### config.mk
export PLATFORM = sky130hd
export DESIGN_NAME = rvb_enq_top
export DESIGN_NICKNAME = d
export VERILOG_FILES = /design/src/rtl/rvb_pkg.sv /design/src/rtl/rvb_space.sv /design/src/rtl/rvb_phase.sv /design/src/rtl/rvb_enq_top.sv
export SDC_FILE = /design/constraint.sdc
export NUM_CORES = 1
export LEC_CHECK = 0
export BUFFER_PORTS_ARGS = -buffer_cell sky130_fd_sc_hd__buf_4
export CAP_MARGIN = 25
export CORE_AREA = 4 4 464 466
export DETAILED_ROUTE_END_ITERATION = 12
export DIE_AREA = 0 0 468 470
export SLEW_MARGIN = 20
export SYNTH_ARGS = -nofsm -noshare
export SYNTH_HDL_FRONTEND = slang
export SYNTH_HIERARCHICAL = 1
export SYNTH_SLANG_ARGS = --single-unit
### constraint.sdc
create_clock -name clk -period 3.95 [get_ports clk]
set_clock_uncertainty 0.2 [all_clocks]
set_input_delay 0.395 -clock clk [delete_from_list [all_inputs] [get_ports clk]]
set_output_delay 0.395 -clock clk [all_outputs]
set_load 0.01 [all_outputs]
### src/rtl/rvb_pkg.sv
package rvb_pkg;

  typedef enum logic [1:0] {
    ST_IDLE = 2'd0,
    ST_BODY = 2'd1,
    ST_HEAD = 2'd2,
    ST_FIN  = 2'd3
  } rvb_state_e;

  localparam logic [31:0] PUB_TAG     = 32'h0000_0100;
  localparam int unsigned VB_POS      = 7;
  localparam int unsigned ACK_EN_BIT  = 31;

  // Wrapped distance: first included, last excluded, indexes over 2*depth.
  function automatic int unsigned ring_gap(int unsigned first, int unsigned last,
                                           int unsigned depth);
    if (first <= last) return last - first;
    return (2 * depth) - (first - last);
  endfunction

  function automatic int unsigned take_min(int unsigned a, int unsigned b);
    return (a < b) ? a : b;
  endfunction

  function automatic logic [7:0] ack_byte(logic [31:0] flag, logic [7:0] dflt);
    if (flag[ACK_EN_BIT]) return {1'b1, 3'b000, flag[3:0]};
    return dflt;
  endfunction

endpackage

### src/rtl/rvb_space.sv
module rvb_space
  import rvb_pkg::*;
#(
  parameter int unsigned DEPTH = 8,
  parameter int unsigned CNT_W = 8,
  localparam int unsigned IDX_W = $clog2(DEPTH) + 1
) (
  input  logic             clk,
  input  logic             rst,
  input  logic [IDX_W-1:0] init_ci,
  input  logic             start,
  input  logic [IDX_W-1:0] ci_in,
  input  logic [CNT_W-1:0] want,
  output logic [CNT_W-1:0] grant,
  output logic             resample
);

  logic [IDX_W-1:0] ci_q;
  logic [IDX_W-1:0] avail_q;
  logic [IDX_W-1:0] eff;

  assign resample = start && (avail_q == '0);

  always_comb begin
    if (resample) eff = IDX_W'(ring_gap(32'(ci_q), 32'(ci_in), DEPTH));
    else          eff = avail_q;
    grant = CNT_W'(take_min(32'(eff), 32'(want)));
  end

  always_ff @(posedge clk) begin
    if (rst) begin
      ci_q    <= init_ci;
      avail_q <= IDX_W'(DEPTH);
    end else if (start) begin
      if (resample) ci_q <= ci_in;
      avail_q <= eff - IDX_W'(grant);
    end
  end

endmodule

### src/rtl/rvb_phase.sv
module rvb_phase #(
  parameter int unsigned DEPTH = 8,
  localparam int unsigned SLOT_W = $clog2(DEPTH),
  localparam int unsigned IDX_W  = SLOT_W + 1
) (
  input  logic             clk,
  input  logic             rst,
  input  logic [IDX_W-1:0] init_idx,
  input  logic             init_vb,
  input  logic             step,
  output logic [IDX_W-1:0] idx,
  output logic             vb,
  output logic             wrap
);

  logic [IDX_W-1:0] nxt;

  assign nxt  = idx + 1'b1;
  assign wrap = step && (nxt[SLOT_W-1:0] == '0);

  always_ff @(posedge clk) begin
    if (rst) begin
      idx <= init_idx;
      vb  <= init_vb;
    end else if (step) begin
      idx <= nxt;
      if (wrap) vb <= ~vb;
    end
  end

endmodule

### src/rtl/rvb_enq_top.sv
module rvb_enq_top
  import rvb_pkg::*;
#(
  parameter int unsigned DEPTH      = 8,
  parameter int unsigned CNT_W      = 8,
  parameter int unsigned HDR_BODY_W = 200,
  parameter int unsigned FD_W       = 256,
  localparam int unsigned SLOT_W = $clog2(DEPTH),
  localparam int unsigned IDX_W  = SLOT_W + 1
) (
  input  logic                       clk,
  input  logic                       rst,
  input  logic [31:0]                init_pi,
  input  logic [31:0]                init_ci,
  input  logic                       req_valid,
  output logic                       req_ready,
  input  logic [CNT_W-1:0]           req_count,
  input  logic [31:0]                hdr_cmd,
  input  logic [7:0]                 hdr_ack,
  input  logic [HDR_BODY_W-1:0]      hdr_body,
  input  logic [31:0]                ci_in,
  output logic [CNT_W-1:0]           frm_idx,
  input  logic [FD_W-1:0]            frm_fd,
  input  logic [31:0]                frm_flag,
  output logic                       body_we,
  output logic                       head_we,
  output logic [SLOT_W-1:0]          slot,
  output logic [HDR_BODY_W+FD_W-1:0] body_data,
  output logic [31:0]                head_cmd,
  output logic [7:0]                 head_ack,
  output logic                       pub_we,
  output logic [31:0]                pub_data,
  output logic                       done,
  output logic [CNT_W-1:0]           done_count
);

  rvb_state_e       state_q;
  logic [CNT_W-1:0] n_q;
  logic [CNT_W-1:0] k_q;
  logic             accept;
  logic             last_k;
  logic [CNT_W-1:0] grant;

  // Named internal events, visible to the bound checker.
  logic             ev_resample;
  logic             ev_wrap;
  logic [IDX_W-1:0] pi_now;
  logic             vb_now;
  logic             unused_ok;

  assign unused_ok = ^{init_pi, init_ci, ci_in, frm_flag};

  assign req_ready = (state_q == ST_IDLE);
  assign accept    = req_valid && req_ready;
  assign last_k    = (k_q == n_q - 1'b1);

  rvb_space #(.DEPTH(DEPTH), .CNT_W(CNT_W)) u_space (
    .clk      (clk),
    .rst      (rst),
    .init_ci  (init_ci[IDX_W-1:0]),
    .start    (accept),
    .ci_in    (ci_in[IDX_W-1:0]),
    .want     (req_count),
    .grant    (grant),
    .resample (ev_resample)
  );

  rvb_phase #(.DEPTH(DEPTH)) u_phase (
    .clk      (clk),
    .rst      (rst),
    .init_idx (init_pi[IDX_W-1:0]),
    .init_vb  (init_pi[VB_POS]),
    .step     (head_we),
    .idx      (pi_now),
    .vb       (vb_now),
    .wrap     (ev_wrap)
  );

  always_ff @(posedge clk) begin
    if (rst) begin
      state_q <= ST_IDLE;
      n_q     <= '0;
      k_q     <= '0;
    end else begin
      unique case (state_q)
        ST_IDLE: if (accept) begin
          n_q     <= grant;
          k_q     <= '0;
          state_q <= (grant == '0) ? ST_FIN : ST_BODY;
        end
        ST_BODY: begin
          if (last_k) begin
            k_q     <= '0;
            state_q <= ST_HEAD;
          end else begin
            k_q <= k_q + 1'b1;
          end
        end
        ST_HEAD: begin
          if (last_k) state_q <= ST_FIN;
          else        k_q     <= k_q + 1'b1;
        end
        default: state_q <= ST_IDLE;
      endcase
    end
  end

  always_comb begin
    body_we    = (state_q == ST_BODY);
    head_we    = (state_q == ST_HEAD);
    done       = (state_q == ST_FIN);
    pub_we     = done && (n_q != '0);
    done_count = n_q;
    frm_idx    = k_q;
    if (body_we) slot = SLOT_W'(pi_now + IDX_W'(k_q));
    else         slot = pi_now[SLOT_W-1:0];
    body_data  = {hdr_body, frm_fd};
    head_cmd   = hdr_cmd | (32'(vb_now) << VB_POS);
    head_ack   = ack_byte(frm_flag, hdr_ack);
    pub_data   = PUB_TAG | 32'(pi_now) | (32'(vb_now) << VB_POS);
  end

endmodule

# Yosys cells after proc, flatten, opt, wreduce, memory -nomap -nowiden
# Cells that the tools add are included.
word_totals:
  reg_bits: 31
  word_cells: 74
classes:
  n_addsub: 8
  n_lt_le_gt_ge: 2
  eq_ne: 8
  mux: 27
  bitwise_logic: 3
  reduce_logical: 19
ops:
  columns: ["cell", "n"]
  rows:
  - ["$mux 8", 6]
  - ["$mux 4", 8]
  - ["$or 32x8->32", 1]
  - ["$pmux 8 s3", 1]
  - ["$sub 4x4->4", 3]
  - ["$or 9x8->9", 1]
  - ["$add 8x1->8 const B", 1]
  - ["$eq 8x8->1", 1]
  - ["$logic_not 8->1", 1]
  - ["$lt 4x8->1", 1]
  - ["$mux 2", 4]
  - ["$reduce_bool 2->1", 4]
  - ["$reduce_bool 8->1", 1]
  - ["$sub 8x1->8 const B", 1]
  - ["$mux 1", 6]
  - ["$pmux 2 s3", 1]
  - ["$reduce_and 2->1", 3]
  - ["$reduce_and 3->1", 2]
  - ["$add 4x1->4 const B", 1]
  - ["$eq 2x2->1 const B", 2]
  - ["$le 4x4->1", 1]
  - ["$logic_and 1x1->1", 4]
  - ["$logic_not 4->1", 1]
  - ["$ne 2x1->1 const B", 2]
  - ["9 further kinds", 10]

# Logic depth before layout (Yosys ltp)
depth:
  ltp_word: 12
  mapped_depth: 21

# Hierarchy
# Netlist, hierarchy kept.
modules_own_cells:
  columns: ["module", "instances", "cells_each", "area_per_inst_um2", "seq_area_each_um2"]
  rows:
  - ["rvb_enq_top", 1, 685, 5198.7, 360.3]
  - ["rvb_space", 1, 99, 898.4, 200.2]
  - ["rvb_phase", 1, 23, 271.5, 150.1]

# Worst setup path after synthesis
# No wires, ideal clock.
synth_path:
  kind: "reg-to-reg"
  startpoint: "register state_q[0]"
  endpoint: "register u_space.avail_q[3]"
  setup_time_ns: 0.123
  t_arrival_ns: 4.027
  t_required_ns: 3.627
  path_slack_ns: -0.400
  path_stages_with_launch: 22
  n_path_buf: 2
  synth_period_minus_slack_ns: 4.350
  path_cell_list: "dfxtp_1 inv_1 ha_1 nand2_1 clkinv_1 buf_4 nor2b_1 and2_1 clkbuf_1 a21o_1 ha_1 o21a_1 o21ai_0 a311oi_4 nor2_1 a21o_1 ha_1 nor2b_1 o21a_1 nor3b_1 o211a_1 nor3_2"
synth_via:
  elab_chain_cells: 7
synth_rtl:
  columns: ["item", "line_no", "rtl"]
  rows:
  - ["from (decl)", "rvb_enq_top.sv:37", "rvb_state_e state_q;"]
  - ["from (signal assigned)", "rvb_enq_top.sv:89", "state_q <= (grant == '0) ? ST_FIN : ST_BODY;"]
  - ["$logic_not 2->1 (*)", "rvb_enq_top.sv:53", "assign req_ready = (state_q == ST_IDLE);"]
  - ["via req_ready", "rvb_enq_top.sv:16", "output logic req_ready,"]
  - ["$logic_and 1x1->1 (*)", "rvb_enq_top.sv:54", "assign accept = req_valid && req_ready;"]
  - ["via accept", "rvb_enq_top.sv:40", "logic accept;"]
  - ["$logic_and 1x1->1 (*)", "rvb_space.sv:22", "assign resample = start && (avail_q == '0);"]
  - ["via ev_resample", "rvb_enq_top.sv:45", "logic ev_resample;"]
  - ["$mux 4 (*)", "rvb_space.sv:25", "if (resample) eff = IDX_W'(ring_gap(32'(ci_q), 32'(ci_in), DEPTH));"]
  - ["$lt 4x8->1", "rvb_pkg.sv:22", "return (a < b) ? a : b;"]
  - ["$mux 8", "rvb_pkg.sv:22", null]
  - ["$sub 4x4->4 (*)", "rvb_space.sv:36", "avail_q <= eff - IDX_W'(grant);"]
  - ["to (signal assigned)", "rvb_space.sv:33", "avail_q <= IDX_W'(DEPTH);"]
  - ["to (signal assigned)", "rvb_space.sv:36", null]
  - ["to (decl)", "rvb_space.sv:19", "logic [IDX_W-1:0] avail_q;"]
# Mark *: on every way through the listed nets, which the timed path passes. The rest lies on a longest branch.
# A chain may end at the register's enable or synchronous reset.

# Worst setup path after layout
layout_path:
  startpoint: "register u_space.ci_q[0]"
  endpoint: "register state_q[1]"
layout_via:
  elab_chain_cells: 11
  elab_cells_between_ends: 15
layout_rtl:
  columns: ["item", "line_no", "rtl"]
  rows:
  - ["from (decl)", "rvb_space.sv:18", "logic [IDX_W-1:0] ci_q;"]
  - ["from (signal assigned)", "rvb_space.sv:32", "ci_q <= init_ci;"]
  - ["from (signal assigned)", "rvb_space.sv:35", "if (resample) ci_q <= ci_in;"]
  - ["parallel branches: the longest is 3 deep, another holds $sub 4x4->4", null, null]
  - ["$mux 4 (*)", "rvb_pkg.sv:18", "return (2 * depth) - (first - last);"]
  - ["$mux 4 (*)", "rvb_space.sv:25", null]
  - ["$lt 4x8->1", "rvb_pkg.sv:22", null]
  - ["$mux 8 (*)", "rvb_pkg.sv:22", null]
  - ["via grant[0]", "rvb_enq_top.sv:42", "logic [CNT_W-1:0] grant;"]
  - ["$logic_not 8->1 (*)", "rvb_enq_top.sv:89", null]
  - ["$mux 2 (*)", "rvb_enq_top.sv:89", null]
  - ["$mux 2 (*)", "rvb_enq_top.sv:86", "ST_IDLE: if (accept) begin"]
  - ["$pmux 2 s3 (*)", "rvb_enq_top.sv:85", "unique case (state_q)"]
# Mark *: on every way through the listed nets, which the timed path passes. The select of a mux whose other input is x is not followed.

==> impl_metrics.py <==
metrics = {
    "sta": {
        "holdWs_ns": 0.178,
        "hold_viol": 0,
        "setup_viol": 0,
        "slew_viol_final": 0,
        "slew_headroom_pct": 43.9,
        "finalCritPeriodShare_pct": 96.6,
        "fmax_mhz": 262,
        "finalCriticalPeriod_ns": 3.81,
        "worst_pin_slew_ns": 0.841,
    },
    "floorplanning": {
        "dieArea_um2": 220000,
        "core_um2": 211000,
        "dieHeight_um": 470,
        "rows": 169,
        "die_w_um": 468,
        "initial_core_util_pct": 3.01,
        "ios": 1187,
    },
    "placement": {
        "hpwl_mm": 107,
        "gp_congestion": 0.734,
        "dpl-instance-area_um2": 6780,
        "port-buffer-count": 75,
    },
    "routing": {
        "routed_via_density": 1.15,
        "drt_iter0_drc": 186,
        "final_antenna_net_count": 0,
        "routed_wl_mm": 110,
        "drcViolationCount": 0,
        "routed-via-count": 3717,
        "dr.pass1.iters": 4,
        "wl_per_cell_um": 34.1,
    },
    "clocking": {
        "clk_path_buf_depth": 2,
        "clk_pin_slew_ns": 0.07,
        "cts-root-buf": "clkbuf_16",
        "cts_tree": "done",
        "h-tree-depth": 2,
        "numCtsBuffers": 5,
        "worstSkewPairLatency_ns": 0.31,
        "cts.sinks": 31,
    },
    "final_layout": {
        "regArea_um2": 718,
        "stdcell_area_um2": 7130,
        "syn_to_final_growth_pct": 12.0,
        "num-fill-cells": 25152,
        "layout.nets": 1070,
        "multi_input_area_um2": 1880,
        "drive_gt1_share_pct": 37.3,
    },
    "critical_path": {
        "worstSetupPathType": "flip-flop to flip-flop",
        "cp.arrival_ns": 3.85,
        "cp-end-kind": "flip-flop",
        "cp.required_ns": 3.99,
        "crit_start": "u_space/ci_q[0]$_DFFE_PP_",
        "path_max_fanout": 5,
        "crit_path_start_kind": "flip-flop",
        "r2r_start": "u_space/ci_q[0]$_DFFE_PP_",
    },
    "logic_synthesis": {
        "syn_inst": 807,
        "ys_types": 59,
        "yosys_warnings": 6,
        "ys_async_sr_fraction_pct": 0,
        "ys.flop_type": "dfxtp_1",
        "synth-seq-cells": 31,
        "avgSynthCellArea_um2": 7.89,
        "ys_seq_area_share_pct": 11.2,
        "syn_area_um2": 6370,
        "synth_edf_count": 9,
    },
    "status": {
        "status": "complete, no violations",
    },
    "global_route": {
        "grt_pass1_vias": 3612,
        "grt_max_degree": 36,
        "antenna_found_initial": 16,
        "grt_first_pass_wirelength_mm": 118,
        "grt.total_usage_pct": 9.57,
        "globalRouteOverflowTotal": 0,
    },
    "pwr": {
        "power.static_leakage_nw": 1.64,
        "p_per_area_nw_per_um2": 310,
        "ir_worst_vdd_mv": 0.266,
    },
    "hold_path": {
        "hp-start": "init_ci[0]",
        "hold_class": "input port to flip-flop",
    },
    "job": {
        "cap_violations": 0,
    },
}
-- critical path: stages (launching register included) --
cell and delay, ns:
edfxtp_1 0.38, ha_2 0.20, inv_2 0.06, fa_2 0.42
a31o_2 0.25, ha_1 0.32, nor4_4 0.27, a311oi_4 0.10
buf_4 0.19, mux2i_4 0.19, buf_4 0.16, nor3_2 0.18
a31oi_2 0.11, or4_1 0.55, a21oi_2 0.14
-- through the flow --
stage	worst slack (ns)	total power, mW	util (%)	instances	TNS (ns)
detailed placement	-0.181	1.64	3.21	3219	-0.457
global placement	-0.122	1.62	3.21	3219	-0.217
CTS	0.00635	2.17	3.29	3227	0
floorplan	0.0101	1.67	-	835	0
global route	-0.0248	2.40	3.37	3234	-0.0248
finish	0.136	2.21	3.38	3241	0
-- final cells by class --
| type | instances | share of cell area [%] |
|---|---|---|
| clock buffer | 5 | 1.75 |
| antenna | 7 | 0.246 |
| sequential | 31 | 10.1 |
| timing repair buffer | 98 | 10.3 |
| inverter | 21 | 1.18 |
| multi-input combinational | 255 | 26.3 |
| tap | 2821 | 49.5 |
| clock inverter | 3 | 0.614 |
-- power breakdown --
group | internal (mW) | total, mW | switching (mW)
logic | 0.556 | 1.22 | 0.664
clock network | 0.299 | 0.497 | 0.199
registers | 0.400 | 0.496 | 0.0958
total | 1.26 | 2.21 | 0.959
-- kinds of logic (layout without fill, tap and decap cells) --
group,Yosys count,in the layout,synth area share [%]
AND/OR/NAND/NOR,108,108,8.74
other,3,38,0.177
XOR/XNOR,16,16,2.20
AO/OA/AOI/OAI,64,64,7.50
multiplexers,13,13,2.32
adder cells (fa/ha/maj),23,23,4.87
buffers and inverters,549,127,63.0
flip-flops,31,31,11.2
-- final timing paths --
path	cells past startpoint	slack, ns	endpoint
min reg2reg	2	0.32	done_count[7]$_SDFFE_PP0P_
min	3	0.18	u_space/ci_q[0]$_DFFE_PP_
max	14	0.14	state_q[1]$_SDFFE_PP0P_
max reg2reg	14	0.14	state_q[1]$_SDFFE_PP0P_
-- flip-flops by register name, indices dropped and copies added, names as in the netlist --
signal / cells
u_phase/idx: 4
u_phase/vb: 1
done_count: 8
u_space/ci_q: 4
u_space/avail_q: 4
state_q: 2
frm_idx: 8
-- metal layers --
layer	track usage, %	vias to the layer above	wire length [um]
met5	0.0220	-	78
li1	-	1264	-
met1	1.79	1314	7470
met3	20.6	283	50600
met2	14.2	844	45800
met4	4.67	12	6450
-- placed cells by master, fill, tap and decap left out, types with 6 or more instances in the layout --
master / Yosys / final
a21o_1: 6 / 6
a21oi_1: 15 / 13
buf_4: 520 / 98
conb_1: 3 / 31
dfxtp_1: 22 / 20
diode_2: 0 / 7
edfxtp_1: 9 / 9
ha_1: 20 / 15
inv_1: 20 / 15
mux2_2: 8 / 8
nand2_1: 35 / 33
nand3_1: 8 / 8
nor2_1: 18 / 17
nor2b_1: 10 / 9
o2111ai_1: 6 / 6
xnor2_1: 11 / 11
-- synthesized netlist by cell type (2+ instances only) --
| library cell | n | area (um^2) |
|---|---|---|
| buf_4 | 520 | 3900 |
| nand2_1 | 35 | 131 |
| dfxtp_1 | 22 | 440 |
| ha_1 | 20 | 250 |
| inv_1 | 20 | 75.1 |
| nor2_1 | 18 | 67.6 |
| a21oi_1 | 15 | 75.1 |
| xnor2_1 | 11 | 96.3 |
| nor2b_1 | 10 | 62.6 |
| edfxtp_1 | 9 | 270 |
| mux2_2 | 8 | 90.1 |
| nand3_1 | 8 | 40.0 |
| clkbuf_1 | 7 | 26.3 |
| o21ai_0 | 7 | 35.0 |
| a21o_1 | 6 | 45.0 |
| o2111ai_1 | 6 | 52.6 |
| a31oi_1 | 5 | 31.3 |
| nor3_1 | 5 | 25.0 |
| o311ai_1 | 5 | 43.8 |
| or2_2 | 5 | 31.3 |
| xor2_1 | 5 | 43.8 |
| and3b_1 | 3 | 26.3 |
| conb_1 | 3 | 11.3 |
| fa_1 | 3 | 60.1 |
| nor4_1 | 3 | 18.8 |
| or3_1 | 3 | 18.8 |
| a211oi_1 | 2 | 15.0 |
| and3_1 | 2 | 12.5 |
| mux2_1 | 2 | 22.5 |
| mux2i_1 | 2 | 20.0 |
| nand2b_1 | 2 | 12.5 |
| nand4_1 | 2 | 12.5 |
| nor3_2 | 2 | 20.0 |
| nor3b_1 | 2 | 15.0 |
| o21a_1 | 2 | 15.0 |
| o21ai_1 | 2 | 10.0 |
| or2_1 | 2 | 12.5 |
| or4_1 | 2 | 15.0 |
-- what timing repair did --
item | CTS | global route
resized for setup | 0 | 29
hold buffers | 0 | 0
endpoints found under the setup margin | 0 | 4
buffers inserted | 0 | 8
No activity file was read; power rests on OpenSTA's default activity.
